===== config.mk =====
export PLATFORM = sky130hd
export DESIGN_NAME = evt_stat_counter
export DESIGN_NICKNAME = d
export VERILOG_FILES = /design/src/rtl/evtc_pkg.sv /design/src/rtl/evtc_src_cond.sv /design/src/rtl/evtc_trigger.sv /design/src/rtl/evtc_count_reg.sv /design/src/rtl/evt_stat_counter.sv
export SDC_FILE = /design/constraint.sdc
export NUM_CORES = 1
export LEC_CHECK = 0
export BUFFER_PORTS_ARGS = -buffer_cell sky130_fd_sc_hd__buf_2
export CAP_MARGIN = 20
export CORE_MARGIN = 1
export CORE_UTILIZATION = 44
export DETAILED_ROUTE_END_ITERATION = 10
export PLACE_DENSITY = 0.8
export SLEW_MARGIN = 20
export SYNTH_ARGS = -nofsm -noshare
export SYNTH_HDL_FRONTEND = slang
export SYNTH_HIERARCHICAL = 1
export SYNTH_SLANG_ARGS = --single-unit
export TNS_END_PERCENT = 30

===== constraint.sdc =====
create_clock -name clk -period 3.4 [get_ports clk]
set_input_delay 0.68 -clock clk [delete_from_list [all_inputs] [get_ports clk]]
set_output_delay 0.68 -clock clk [all_outputs]
set_load 0.01 [all_outputs]

===== src/rtl/evtc_pkg.sv =====
package evtc_pkg;

    localparam int NUM_EV = 4;
    localparam int SEL_W  = 3;
    localparam int LANE_W = $clog2(NUM_EV);

    typedef enum logic [SEL_W-1:0] {
        SRC_CACHE_HIT = 3'b000,
        SRC_MEM_CYCLE = 3'b001,
        SRC_INSN_STAT = 3'b010,
        SRC_RSVD_3    = 3'b011,
        SRC_PC_HIGH   = 3'b100,
        SRC_RSVD_5    = 3'b101,
        SRC_RSVD_6    = 3'b110,
        SRC_RSVD_7    = 3'b111
    } src_code_e;

    typedef struct packed {
        logic              valid;
        logic [LANE_W-1:0] lane;
    } lane_pick_t;

    // Maps a selector code to an event lane; reserved codes are invalid.
    function automatic lane_pick_t decode_src(input logic [SEL_W-1:0] code);
        lane_pick_t p;
        p = '0;
        case (src_code_e'(code))
            SRC_CACHE_HIT: begin p.valid = 1'b1; p.lane = LANE_W'(0); end
            SRC_MEM_CYCLE: begin p.valid = 1'b1; p.lane = LANE_W'(1); end
            SRC_INSN_STAT: begin p.valid = 1'b1; p.lane = LANE_W'(2); end
            SRC_PC_HIGH:   begin p.valid = 1'b1; p.lane = LANE_W'(3); end
            default:       p = '0;
        endcase
        return p;
    endfunction

endpackage


===== src/rtl/evtc_src_cond.sv =====
module evtc_src_cond
    import evtc_pkg::*;
#(
    parameter int N_LANES = NUM_EV
) (
    input  logic [N_LANES-1:0] ev_lanes_i,
    input  logic [SEL_W-1:0]   sel_i,
    input  logic               invert_i,
    output logic               cond_o
);

    lane_pick_t         pick;
    logic [N_LANES-1:0] lane_hit;

    assign pick = decode_src(sel_i);

    genvar g;
    generate
        for (g = 0; g < N_LANES; g++) begin : g_lane
            assign lane_hit[g] = ev_lanes_i[g] & (int'(pick.lane) == g);
        end
    endgenerate

    always_comb begin
        if (pick.valid) begin
            cond_o = (|lane_hit) ^ invert_i;
        end else begin
            cond_o = 1'b0;
        end
    end


    always_comb begin
        reserved_quiet_chk: assert (pick.valid || !cond_o);
    end

endmodule


===== src/rtl/evtc_trigger.sv =====
module evtc_trigger (
    input  logic clk,
    input  logic rst_n,
    input  logic cond_i,
    input  logic duration_i,
    output logic inc_o
);

    typedef struct packed {
        logic prev;
    } trig_state_t;

    trig_state_t st_d, st_q;

    always_comb begin
        st_d      = st_q;
        st_d.prev = cond_i;
        if (duration_i) begin
            inc_o = cond_i;
        end else begin
            inc_o = cond_i & ~st_q.prev;
        end
    end

    always_ff @(posedge clk) begin
        if (!rst_n) begin
            st_q <= '0;
        end else begin
            st_q <= st_d;
        end
    end


    inc_needs_cond_chk: assert property (@(posedge clk) disable iff (!rst_n)
        inc_o |-> cond_i);


    edge_once_chk: assert property (@(posedge clk) disable iff (!rst_n)
        cond_i ##1 (cond_i && !duration_i) |-> !inc_o);


    duration_every_chk: assert property (@(posedge clk) disable iff (!rst_n)
        (cond_i && duration_i) |-> inc_o);

endmodule


===== src/rtl/evtc_count_reg.sv =====
module evtc_count_reg #(
    parameter int CNT_W = 32
) (
    input  logic             clk,
    input  logic             rst_n,
    input  logic             wr_en_i,
    input  logic [CNT_W-1:0] wr_data_i,
    input  logic             inc_i,
    output logic [CNT_W-1:0] count_o
);

    localparam logic [CNT_W-1:0] ONE = CNT_W'(1);

    typedef struct packed {
        logic [CNT_W-1:0] count;
    } cnt_state_t;

    cnt_state_t st_d, st_q;

    always_comb begin
        st_d = st_q;
        if (wr_en_i) begin
            st_d.count = wr_data_i;
        end else if (inc_i) begin
            st_d.count = st_q.count + ONE;
        end
    end

    always_ff @(posedge clk) begin
        if (!rst_n) begin
            st_q <= '0;
        end else begin
            st_q <= st_d;
        end
    end

    assign count_o = st_q.count;


    write_wins_chk: assert property (@(posedge clk) disable iff (!rst_n)
        wr_en_i |=> (count_o == $past(wr_data_i)));


    step_by_one_chk: assert property (@(posedge clk) disable iff (!rst_n)
        (!wr_en_i && inc_i) |=> (count_o == $past(count_o) + ONE));


    hold_idle_chk: assert property (@(posedge clk) disable iff (!rst_n)
        (!wr_en_i && !inc_i) |=> $stable(count_o));

endmodule


===== src/rtl/evt_stat_counter.sv =====
module evt_stat_counter
    import evtc_pkg::*;
#(
    parameter int CNT_W = 32
) (
    input  logic              clk,
    input  logic              rst_n,
    input  logic [NUM_EV-1:0] ev_lanes_i,
    input  logic [SEL_W-1:0]  cfg_src_sel_i,
    input  logic              cfg_invert_i,
    input  logic              cfg_duration_i,
    input  logic              cnt_wr_en_i,
    input  logic [CNT_W-1:0]  cnt_wr_data_i,
    output logic [CNT_W-1:0]  count_o
);

    logic cond;
    logic inc;

    evtc_src_cond #(
        .N_LANES (NUM_EV)
    ) u_src (
        .ev_lanes_i (ev_lanes_i),
        .sel_i      (cfg_src_sel_i),
        .invert_i   (cfg_invert_i),
        .cond_o     (cond)
    );

    evtc_trigger u_trig (
        .clk        (clk),
        .rst_n      (rst_n),
        .cond_i     (cond),
        .duration_i (cfg_duration_i),
        .inc_o      (inc)
    );

    evtc_count_reg #(
        .CNT_W (CNT_W)
    ) u_cnt (
        .clk       (clk),
        .rst_n     (rst_n),
        .wr_en_i   (cnt_wr_en_i),
        .wr_data_i (cnt_wr_data_i),
        .inc_i     (inc),
        .count_o   (count_o)
    );


    reserved_frozen_chk: assert property (@(posedge clk) disable iff (!rst_n)
        (!cnt_wr_en_i && !decode_src(cfg_src_sel_i).valid) |=> $stable(count_o));

endmodule


# Word level (Yosys, flattened, before mapping)
# Cells that the tools add are included.
# word_totals
romBits	0
n_memories	0
wordCells	25
latchBits	0
ramBits	0
out_inout_bits	32
ff_bits	33
inputBits	44
# classes
bitwise_logic	7
reduce_logical	4
n_eq_ne	6
order_cmp	0
mux	5
n_mul	0
div	0
shifts	0
n_addsub	1
# ops
op	n
2-to-1 mux 32 bit	2
adder 32 x 1 -> 32 bit, second input constant	1
one-hot mux 3 bit (4 select lines)	1
AND 1 bit	5
equality test 2 bit, second input constant	2
OR reduction 4 bit	1
equality test 3 x 1 -> 1 bit, second input constant	1
equality test 3 x 2 -> 1 bit, second input constant	1
equality test 3 bit, second input constant	1
zero test 3 bit	1
equality test 2 x 1 -> 1 bit, second input constant	1
zero test 2 bit	1
2-to-1 mux 1 bit	2
nonzero test 2 bit	1
NOT 1 bit	1
XOR 1 bit	1

# Depth between registers and ports, before layout
# Gate-level depths: netlist of run 1.
# logic_depth
ltp_word	11
depth_mapped	10
ltp_nobuf	9

# By module
# The synthesis of run 1 kept the hierarchy.
# modules_own_cells
module	cells_per_inst	seq_area_each_um2	instances	area_per_inst_um2
evtc_count_reg	236	640.6	1	1860.5
evtc_src_cond	14	0.0	1	95.1
evtc_trigger	4	20.0	1	37.5

# Worst setup path before layout of run 1
# Ideal clock, no wire load.
# synth_path
path_kind	input port to flip-flop
startpoint	in cfg_src_sel_i[0]
endpoint	reg u_cnt.st_q, in the netlist u_cnt/count_o[17]
path_buffers	1
slack_ps	129
setup_ps	74
required_ps	3326
t_arrival_ps	3197
path_stages	10
path_cell_list	or4b_1 -> nand4_1 -> a211o_1 -> and3_1 -> a21boi_1 -> nand3_2 -> or4_1 -> buf_2 -> or4_1 -> a31oi_1
# synth_between
elab_chain_cells	10
elab_cells_between_ends	19
cone_classes	6 x eq/ne; 3 x mux; 6 x bitwise; 4 x reduce/logical
# synth_rtl
element	line_no	text
from (decl)	evt_stat_counter.sv:9	input logic [SEL_W-1:0] cfg_src_sel_i,
equality test 3 bit, or another cell as far along	evtc_pkg.sv:27	case (src_code_e'(code))
one-hot mux 3 bit (4 select lines) *	evtc_pkg.sv:27	
equality test 2 bit, or another cell as far along	evtc_src_cond.sv:20	assign lane_hit[g] = ev_lanes_i[g] & (int'(pick.lane) == g);
AND 1 bit	evtc_src_cond.sv:20	
OR reduction 4 bit	evtc_src_cond.sv:26	cond_o = (|lane_hit) ^ invert_i;
XOR 1 bit	evtc_src_cond.sv:26	
2-to-1 mux 1 bit *	evtc_src_cond.sv:25	if (pick.valid) begin
via cond	evt_stat_counter.sv:17	logic cond;
AND 1 bit	evtc_trigger.sv:21	inc_o = cond_i & ~st_q.prev;
2-to-1 mux 1 bit *	evtc_trigger.sv:18	if (duration_i) begin
via inc	evt_stat_counter.sv:18	logic inc;
nonzero test 2 bit (no source line) *	n/a	
to (signal assigned)	evtc_count_reg.sv:33	st_q <= st_d;
to (decl)	evtc_count_reg.sv:18	cnt_state_t st_d, st_q;
# The timed path passes the listed nets; every way through them passes the cells marked *.
# A chain may end at the register's enable or synchronous reset.

# Worst setup path after layout of run 1
# layout_path
startpoint	in cfg_src_sel_i[0]
endpoint	reg u_cnt.st_q, in the netlist u_cnt/count_o[13]
# Same word-level chain as after synthesis.

==> results of run 1 <==
-- registers in the layout, summed over array words and instances (netlist names) --
| register | count |
|---|---|
| u_trig/st_q | 1 |
| u_cnt/count_o | 32 |
-- synth_stat cells (all sizes together) (4+ instances only) --
master	instances	area share
inv	7	0.013
clkbuf	14	0.026
nor3	12	0.030
and4	4	0.018
o21ai	23	0.058
nor4	7	0.022
or3	5	0.016
a211oi	7	0.026
nand4	15	0.050
or4	8	0.030
o31ai	5	0.019
a311oi	4	0.018
nor2	16	0.030
dfxtp	33	0.33
a31oi	8	0.025
nand3	14	0.038
and3	7	0.022
nand2	12	0.023
xnor2	7	0.031
a21oi	9	0.023
-- area by class of cell --
class | count | area, um2
Clock buffer | 7 | 96.34
Clock inverter | 1 | 5.005
Fill cell | 409 | 1805
Inverter | 7 | 26.28
Multi-Input combinational cell | 197 | 1245
Sequential cell | 33 | 660.6
Tap cell | 52 | 65.06
Timing Repair Buffer | 85 | 450.4
-- power by group through the flow --
stage	Combinational, mW	Clock (mW)	Sequential [mW]
floorplan	0.0777	0	0.465
global placement	0.160	0	0.459
detailed placement	0.163	0	0.460
CTS	0.163	0.336	0.452
global route	0.180	0.353	0.458
finish	0.163	0.331	0.452
-- worst register-to-register path, delay by kind of cell, from the launching register on --
family          cells  cell delay, ns
compound gates      1            0.24
flops               1            0.42
simple gates        3            1.53
-- metal layers --
layer  share of wire  vias up  wire length [um]
li1                -     1137                 -
met1            0.47     1027              2552
met2            0.46       79              2521
met3           0.053        7               289
met4           0.016        0                88
met5               0        -                 0
-- how the worst max path moves through the flow --
stage / endpoint / slack (ns) / from / cells past startpoint
2_1_floorplan: u_cnt/count_o[17] / 0.13 / cfg_src_sel_i[0] / 10
3_3_place_gp: u_cnt/count_o[13] / 0.03 / cfg_src_sel_i[0] / 11
3_5_place_dp: u_cnt/count_o[13] / -0.05 / cfg_src_sel_i[0] / 11
4_1_cts: u_cnt/count_o[13] / 0.25 / cfg_src_sel_i[0] / 11
5_1_grt: u_cnt/count_o[14] / 0.02 / cfg_src_sel_i[0] / 10
6_report: u_cnt/count_o[13] / 0.25 / cfg_src_sel_i[0] / 11
-- cell families after synthesis --
group,after synthesis
flops,33
simple gates,113
fa+ha+maj,2
mux,3
buf+inv,24
xor+xnor,10
compound gates,69
==> run summary, run 1 <==
PWR
-----------------------------------------------------------------------------------------------------
Power after layout .....................................................................    0.9459 mW
Proportion of power drawn by the clock network .........................................        0.350
Power share of the sequential group ....................................................        0.478
VDD IR max .............................................................................    0.1794 mV
Switching portion of total power .......................................................       0.2875
Part of the total power dissipated in combinational logic ..............................        0.172
Cell internal power dissipation ........................................................    0.6740 mW
Net load switching power ...............................................................    0.2719 mW
Leak Pwr ...............................................................................     1.035 nW
Power density over cell area ........................................................... 371.1 nW/um2

GLOBAL ROUTE
-----------------------------------------------------------------------------------------------------
Pin count of the biggest net entering global routing ...................................           30
Met1 usage .............................................................................       0.3169
Total congestion overflow after global routing .........................................            0
GR peak layer ..........................................................................         met2
Fraction of met3 tracks used by global routing .........................................      0.04070
Number of global-route vias before repair ..............................................         2020
Met2 layer usage reported by global route ..............................................       0.3819
Global-route total usage across every layer ............................................       0.2389
Global-route wire length before repair .................................................      9418 um
Antenna violations before repair .......................................................            0

CELLS AND AREA
-----------------------------------------------------------------------------------------------------
Diode count ............................................................................            0
Commonest non-fill, non-tap cell in the layout .........................................        buf_2
Number of cells in the finished layout apart from fillers ..............................          382
Area grow syn2layout ...................................................................       27.87%
Final Instance Area ....................................................................     2549 um2
Layout cells sized above 1 .............................................................       0.2939
Most frequent cells in the layout ...................................................... buf_2 (75), dfxtp_1 (33), o21ai_0 (23), nor2_1 (16), nand4_1 (14)
Post-layout utilization of the core ....................................................       0.5853
Final nets .............................................................................          374

CLOCK NETWORK
-----------------------------------------------------------------------------------------------------
Clock tree from TritonCTS ..............................................................          yes
Num CTS Buffers ........................................................................            5
Cts-stage hold buffer count ............................................................            0
Number of instances resized during post-cts repair .....................................            0
Reg clk slew, reported paths ...........................................................      0.07 ns
Maximum number of buffers from clock root to sink ......................................            2
Clock insertion delay at the later pin of the skew report ..............................      0.30 ns
Htree depth ............................................................................            2
Post-CTS Setup Inserts .................................................................            0
Root Buffer ............................................................................     clkbuf_8
CTS Sinks ..............................................................................           33

FLOORPLAN
-----------------------------------------------------------------------------------------------------
Horiz. Die Dim .........................................................................     69.31 um
Die ar. ................................................................................     4803 um2
Vert. Die Dim ..........................................................................     69.31 um
Core Box Area ..........................................................................     4354 um2
I/O pin count ..........................................................................           76
Starting utilization of the core area ..................................................       0.4578
Std-Cell Rows ..........................................................................           24

SYNTHESIS
-----------------------------------------------------------------------------------------------------
Sequential fraction of the synthesis area ..............................................       0.3315
Number of different library cells in the post-synthesis netlist ........................           44
Count of state elements after synthesis ................................................           33
Total nets after synthesis .............................................................          299
Simple-gate share of the synthesized area ..............................................       0.3289
Avg Cell Area, Syn .....................................................................    7.847 um2
Async SR Flop Fraction .................................................................            0
Area fraction in compound gates after synthesis ........................................       0.2222
Post-synthesis share of cell area spent on full adders, half adders and majority gates .      0.01130
Number of enable-type register cells in the synthesized netlist ........................            0
Mux share of post-synthesis cell area ..................................................      0.01507
Synthesized instance count .............................................................          254
Xor-xnor portion of the synthesized cell area ..........................................      0.04394
Combinational family with the most area after synthesis ................................ simple AND/OR/NAND/NOR gates
Warning count from the yosys run .......................................................            6
Most common flop cell mapped by yosys ..................................................      dfxtp_1
Total standard cell area after synthesis ...............................................     1993 um2

TIMING
-----------------------------------------------------------------------------------------------------
Final worst hold slack .................................................................    0.5273 ns
Final period demand of the worst path ..................................................     3.153 ns
Actual slew at the worst max-slew pin ..................................................    0.6269 ns
Crit path setup slack, layout ..........................................................    0.2472 ns
Final slew viol count ..................................................................            0
Setup clock skew after layout ..........................................................  0.009222 ns
Final Cycle Share ......................................................................       0.9273
Count of final setup violators .........................................................            0
RSZ-0062 raised after global routing ...................................................           no
Hold Fails Final Rpt ...................................................................            0
Total Neg Setup Slack ..................................................................         0 ns
Max transition margin ..................................................................       0.5786
Maximum achievable frequency ...........................................................    317.2 MHz

CRITICAL PATH
-----------------------------------------------------------------------------------------------------
Ordered cell list for the critical path ................................................ buf_2, or4b_1, nand4_1, a211o_1, and3_1, a21boi_1, nand3_2, or4_1, buf_4, or3_1, a31oi_1
Beginning of the worst register-to-register path ....................................... u_cnt/count_o[2]
Class of the most critical setup path .................................................. input pin to flip-flop
Capturing point of the worst reg2reg path .............................................. u_cnt/count_o[14]
Critical Path RT .......................................................................      3.63 ns
Worst path arrival time ................................................................      3.38 ns
Element type at the critical path end ..................................................    flip-flop
Highest cell delay on the worst timing path ............................................      0.57 ns
Setup slack of the most critical reg-to-reg path .......................................      1.13 ns
Cell family with most CP delay ......................................................... simple AND/OR/NAND/NOR gates
Cell count of the worst reg-to-reg path ................................................            4
Startpoint types .......................................................................    input pin
Highest fanout seen on the critical path ...............................................            7
Library cell contributing the largest single delay on the critical path ................        or4_1
Count of buffering cells on the critical path with inverters included ..................            2

DETAILED ROUTING
-----------------------------------------------------------------------------------------------------
Remaining antenna violation count after routing ........................................            0
Total iterations of the first detailed-routing run .....................................            4
Count of vias placed by the detailed router ............................................         2250
# DRC ..................................................................................            0
Wire length per cell ...................................................................     14.27 um
Routed wire length .....................................................................      5451 um
Violation count after the first detailed-route iteration ...............................          107
Post-detailed-route via-to-cell ratio ..................................................        5.890

PLACEMENT
-----------------------------------------------------------------------------------------------------
Instance area at placement .............................................................     2447 um2
Dpl cells ..............................................................................          374
Detailed placer's ending HPWL ..........................................................      3969 um
Worst-case setup slack after placement .................................................  -0.05495 ns
Count of input and output buffers ......................................................           75
RD Place Congestion ....................................................................       0.8946

RUN
-----------------------------------------------------------------------------------------------------
Count of maximum capacitance violations ................................................            0

OUTCOME
-----------------------------------------------------------------------------------------------------
Result of the run ...................................................................... finished clean

HOLD PATH
-----------------------------------------------------------------------------------------------------
Worst hold endpoint .................................................................... u_cnt/count_o[18]
Cells on Worst Hold Path ...............................................................            2
Hold crit path type .................................................................... flip-flop to flip-flop
Launch instance of the worst min-delay path ............................................ u_cnt/count_o[18]

Power figures use the tool's default switching activity.
==> run 2, diff against run 1 <==
BUFFER_PORTS_ARGS = -buffer_cell sky130_fd_sc_hd__buf_4   (was -buffer_cell sky130_fd_sc_hd__buf_2)
==> run summary, run 2 (synthesized netlist as in run 1, its figures left out) <==
TIMING
--------------------------------------------------------------------------------------
Final period demand of the worst path ...................................     3.141 ns
Final slew viol count ...................................................            0
Hold Fails Final Rpt ....................................................            0
RSZ-0062 raised after global routing ....................................           no
Crit path setup slack, layout ...........................................    0.2588 ns
Actual slew at the worst max-slew pin ...................................    0.5841 ns
Final Cycle Share .......................................................       0.9239
Max transition margin ...................................................       0.6101
Count of final setup violators ..........................................            0
Maximum achievable frequency ............................................    318.4 MHz
Setup clock skew after layout ...........................................  0.003145 ns

CRITICAL PATH
--------------------------------------------------------------------------------------
Library cell contributing the largest single delay on the critical path .        or4_1
Highest fanout seen on the critical path ................................            7
Beginning of the worst register-to-register path ........................ u_cnt/count_o[2]
Beginning of the critical path .......................................... cfg_src_sel_i[0]
Critical Path RT ........................................................      3.61 ns
Class of the most critical setup path ................................... input pin to flip-flop
Element type at the critical path end ...................................    flip-flop
Ordered cell list for the critical path ................................. buf_4, or4b_1, nand4_1, a211o_1, and3_1, a21boi_1, nand3_2, or4_1, buf_4, or3_1, a31oi_1
Worst path arrival time .................................................      3.36 ns
Highest cell delay on the worst timing path .............................      0.57 ns
Cell repeated most along the worst path .................................        buf_4
Startpoint types ........................................................    input pin

CELLS AND AREA
--------------------------------------------------------------------------------------
Commonest non-fill, non-tap cell in the layout ..........................        buf_4
Final nets ..............................................................          373
Final Instance Area .....................................................     2729 um2
Diode count .............................................................            0
Area grow syn2layout ....................................................       36.91%
Layout cells sized above 1 ..............................................       0.2918
Most frequent cells in the layout ....................................... buf_4 (84), dfxtp_1 (33), o21ai_0 (23), nor2_1 (16), nand4_1 (14)
Number of flip-flops in the largest register ............................           32

FLOORPLAN
--------------------------------------------------------------------------------------
Die ar. .................................................................     4803 um2
Starting utilization of the core area ...................................       0.4578
Core Box Area ...........................................................     4354 um2
Std-Cell Rows ...........................................................           24
Horiz. Die Dim ..........................................................     69.31 um
Vert. Die Dim ...........................................................     69.31 um
I/O pin count ...........................................................           76

CLOCK NETWORK
--------------------------------------------------------------------------------------
Post-CTS Setup Inserts ..................................................            0
Reg clk slew, reported paths ............................................      0.07 ns
Maximum number of buffers from clock root to sink .......................            2
Root Buffer .............................................................     clkbuf_8
Cts-stage hold buffer count .............................................            0
Num CTS Buffers .........................................................            5
Htree depth .............................................................            2
CTS Sinks ...............................................................           33
Number of instances resized during post-cts repair ......................            0
Clock tree from TritonCTS ...............................................          yes
Clock insertion delay at the later pin of the skew report ...............      0.28 ns

PLACEMENT
--------------------------------------------------------------------------------------
Count of input and output buffers .......................................           75
Detailed placer's ending HPWL ...........................................      3976 um
RD Place Congestion .....................................................       0.8611
Instance area at placement ..............................................     2628 um2
Worst-case setup slack after placement ..................................  -0.02773 ns

PWR
--------------------------------------------------------------------------------------
Cell internal power dissipation .........................................    0.7003 mW
Net load switching power ................................................    0.2681 mW
Power share of the sequential group .....................................        0.468
Proportion of power drawn by the clock network ..........................        0.338
VDD IR max ..............................................................    0.2476 mV
Leak Pwr ................................................................     1.077 nW
Power density over cell area ............................................ 354.9 nW/um2
Switching portion of total power ........................................       0.2769
Part of the total power dissipated in combinational logic ...............        0.195

GLOBAL ROUTE
--------------------------------------------------------------------------------------
Global-route total usage across every layer .............................       0.2359
Pin count of the biggest net entering global routing ....................           31
Number of global-route vias before repair ...............................         2080
Global-route wire length before repair ..................................      9377 um
Antenna violations before repair ........................................            0
Total congestion overflow after global routing ..........................            0

OUTCOME
--------------------------------------------------------------------------------------
Result of the run ....................................................... finished clean

HOLD PATH
--------------------------------------------------------------------------------------
Launch instance of the worst min-delay path ............................. u_cnt/count_o[18]
Hold crit path type ..................................................... flip-flop to flip-flop

DETAILED ROUTING
--------------------------------------------------------------------------------------
Post-detailed-route via-to-cell ratio ...................................        5.934
Violation count after the first detailed-route iteration ................          132
Count of vias placed by the detailed router .............................         2261
Routed wire length ......................................................      5540 um
# DRC ...................................................................            0
Wire length per cell ....................................................     14.54 um
Total iterations of the first detailed-routing run ......................            4
Remaining antenna violation count after routing .........................            0

RUN
--------------------------------------------------------------------------------------
Count of maximum capacitance violations .................................            0

[run 2: cell types whose count changed in the layout (fill, tap and decap cells not counted), sizes merged]
cell	delta
buf	-1
[run 2: worst max-delay path, delay by kind of cell]
kind | cells | cell delay, ns
AOI/OAI and AO/OA | 3 | 0.58
buffers and inverters | 2 | 0.30
and+or+nand+nor | 6 | 1.78
[run 2: per-layer routing]
| layer | global-route usage | vias up | share of wire |
|---|---|---|---|
| li1 | - | 1136 | - |
| met1 | 0.3088 | 1021 | 0.44 |
| met2 | 0.3840 | 95 | 0.47 |
| met3 | 0.04360 | 9 | 0.070 |
| met4 | 0.09070 | 0 | 0.014 |
| met5 | 0 | - | 0 |
[run 2: cell type report]
cell class,instances,area [um2]
timing repair buffer,84,630.6
clock buffer,7,96.34
inverter,7,26.28
tap,52,65.06
multi-input combinational,197,1245
fill,399,1625
clock inverter,1,5.005
sequential,33,660.6
[run 2: stage by stage]
| stage | hold WS (ns) | total power [mW] | util | TNS (ns) | std cells |
|---|---|---|---|---|---|
| final | 0.5203 | 0.9684 | 0.6267 | 0 | 381 |
| after global routing | 0.5586 | 1.016 | 0.6267 | 0 | 381 |
| after CTS | 0.5183 | 0.9719 | 0.6267 | 0 | 381 |
| after detailed placement | 0.5085 | 0.6490 | 0.6034 | -0.04712 | 373 |
| after global placement | 0.5090 | 0.6472 | 0.6034 | 0 | 373 |
| after floorplan | 0.5257 | 0.5425 | - | 0 | 254 |
[run 2: power groups by stage]
stage               clock (mW)  sequential [mW]  combinational (mW)
floorplan                    0            0.465              0.0777
global placement             0            0.461               0.186
finish                   0.327            0.453               0.188
CTS                      0.331            0.452               0.189
global route             0.351            0.459               0.206
detailed placement           0            0.461               0.188
[run 2: final timing paths]
| path | to | slack, ns | depth (start not counted) |
|---|---|---|---|
| setup / recovery | u_cnt/count_o[15] | 0.26 | 11 |
| setup reg to reg | u_cnt/count_o[14] | 1.14 | 4 |
| hold reg to reg | u_cnt/count_o[18] | 0.52 | 2 |
| hold / removal | u_cnt/count_o[18] | 0.52 | 2 |
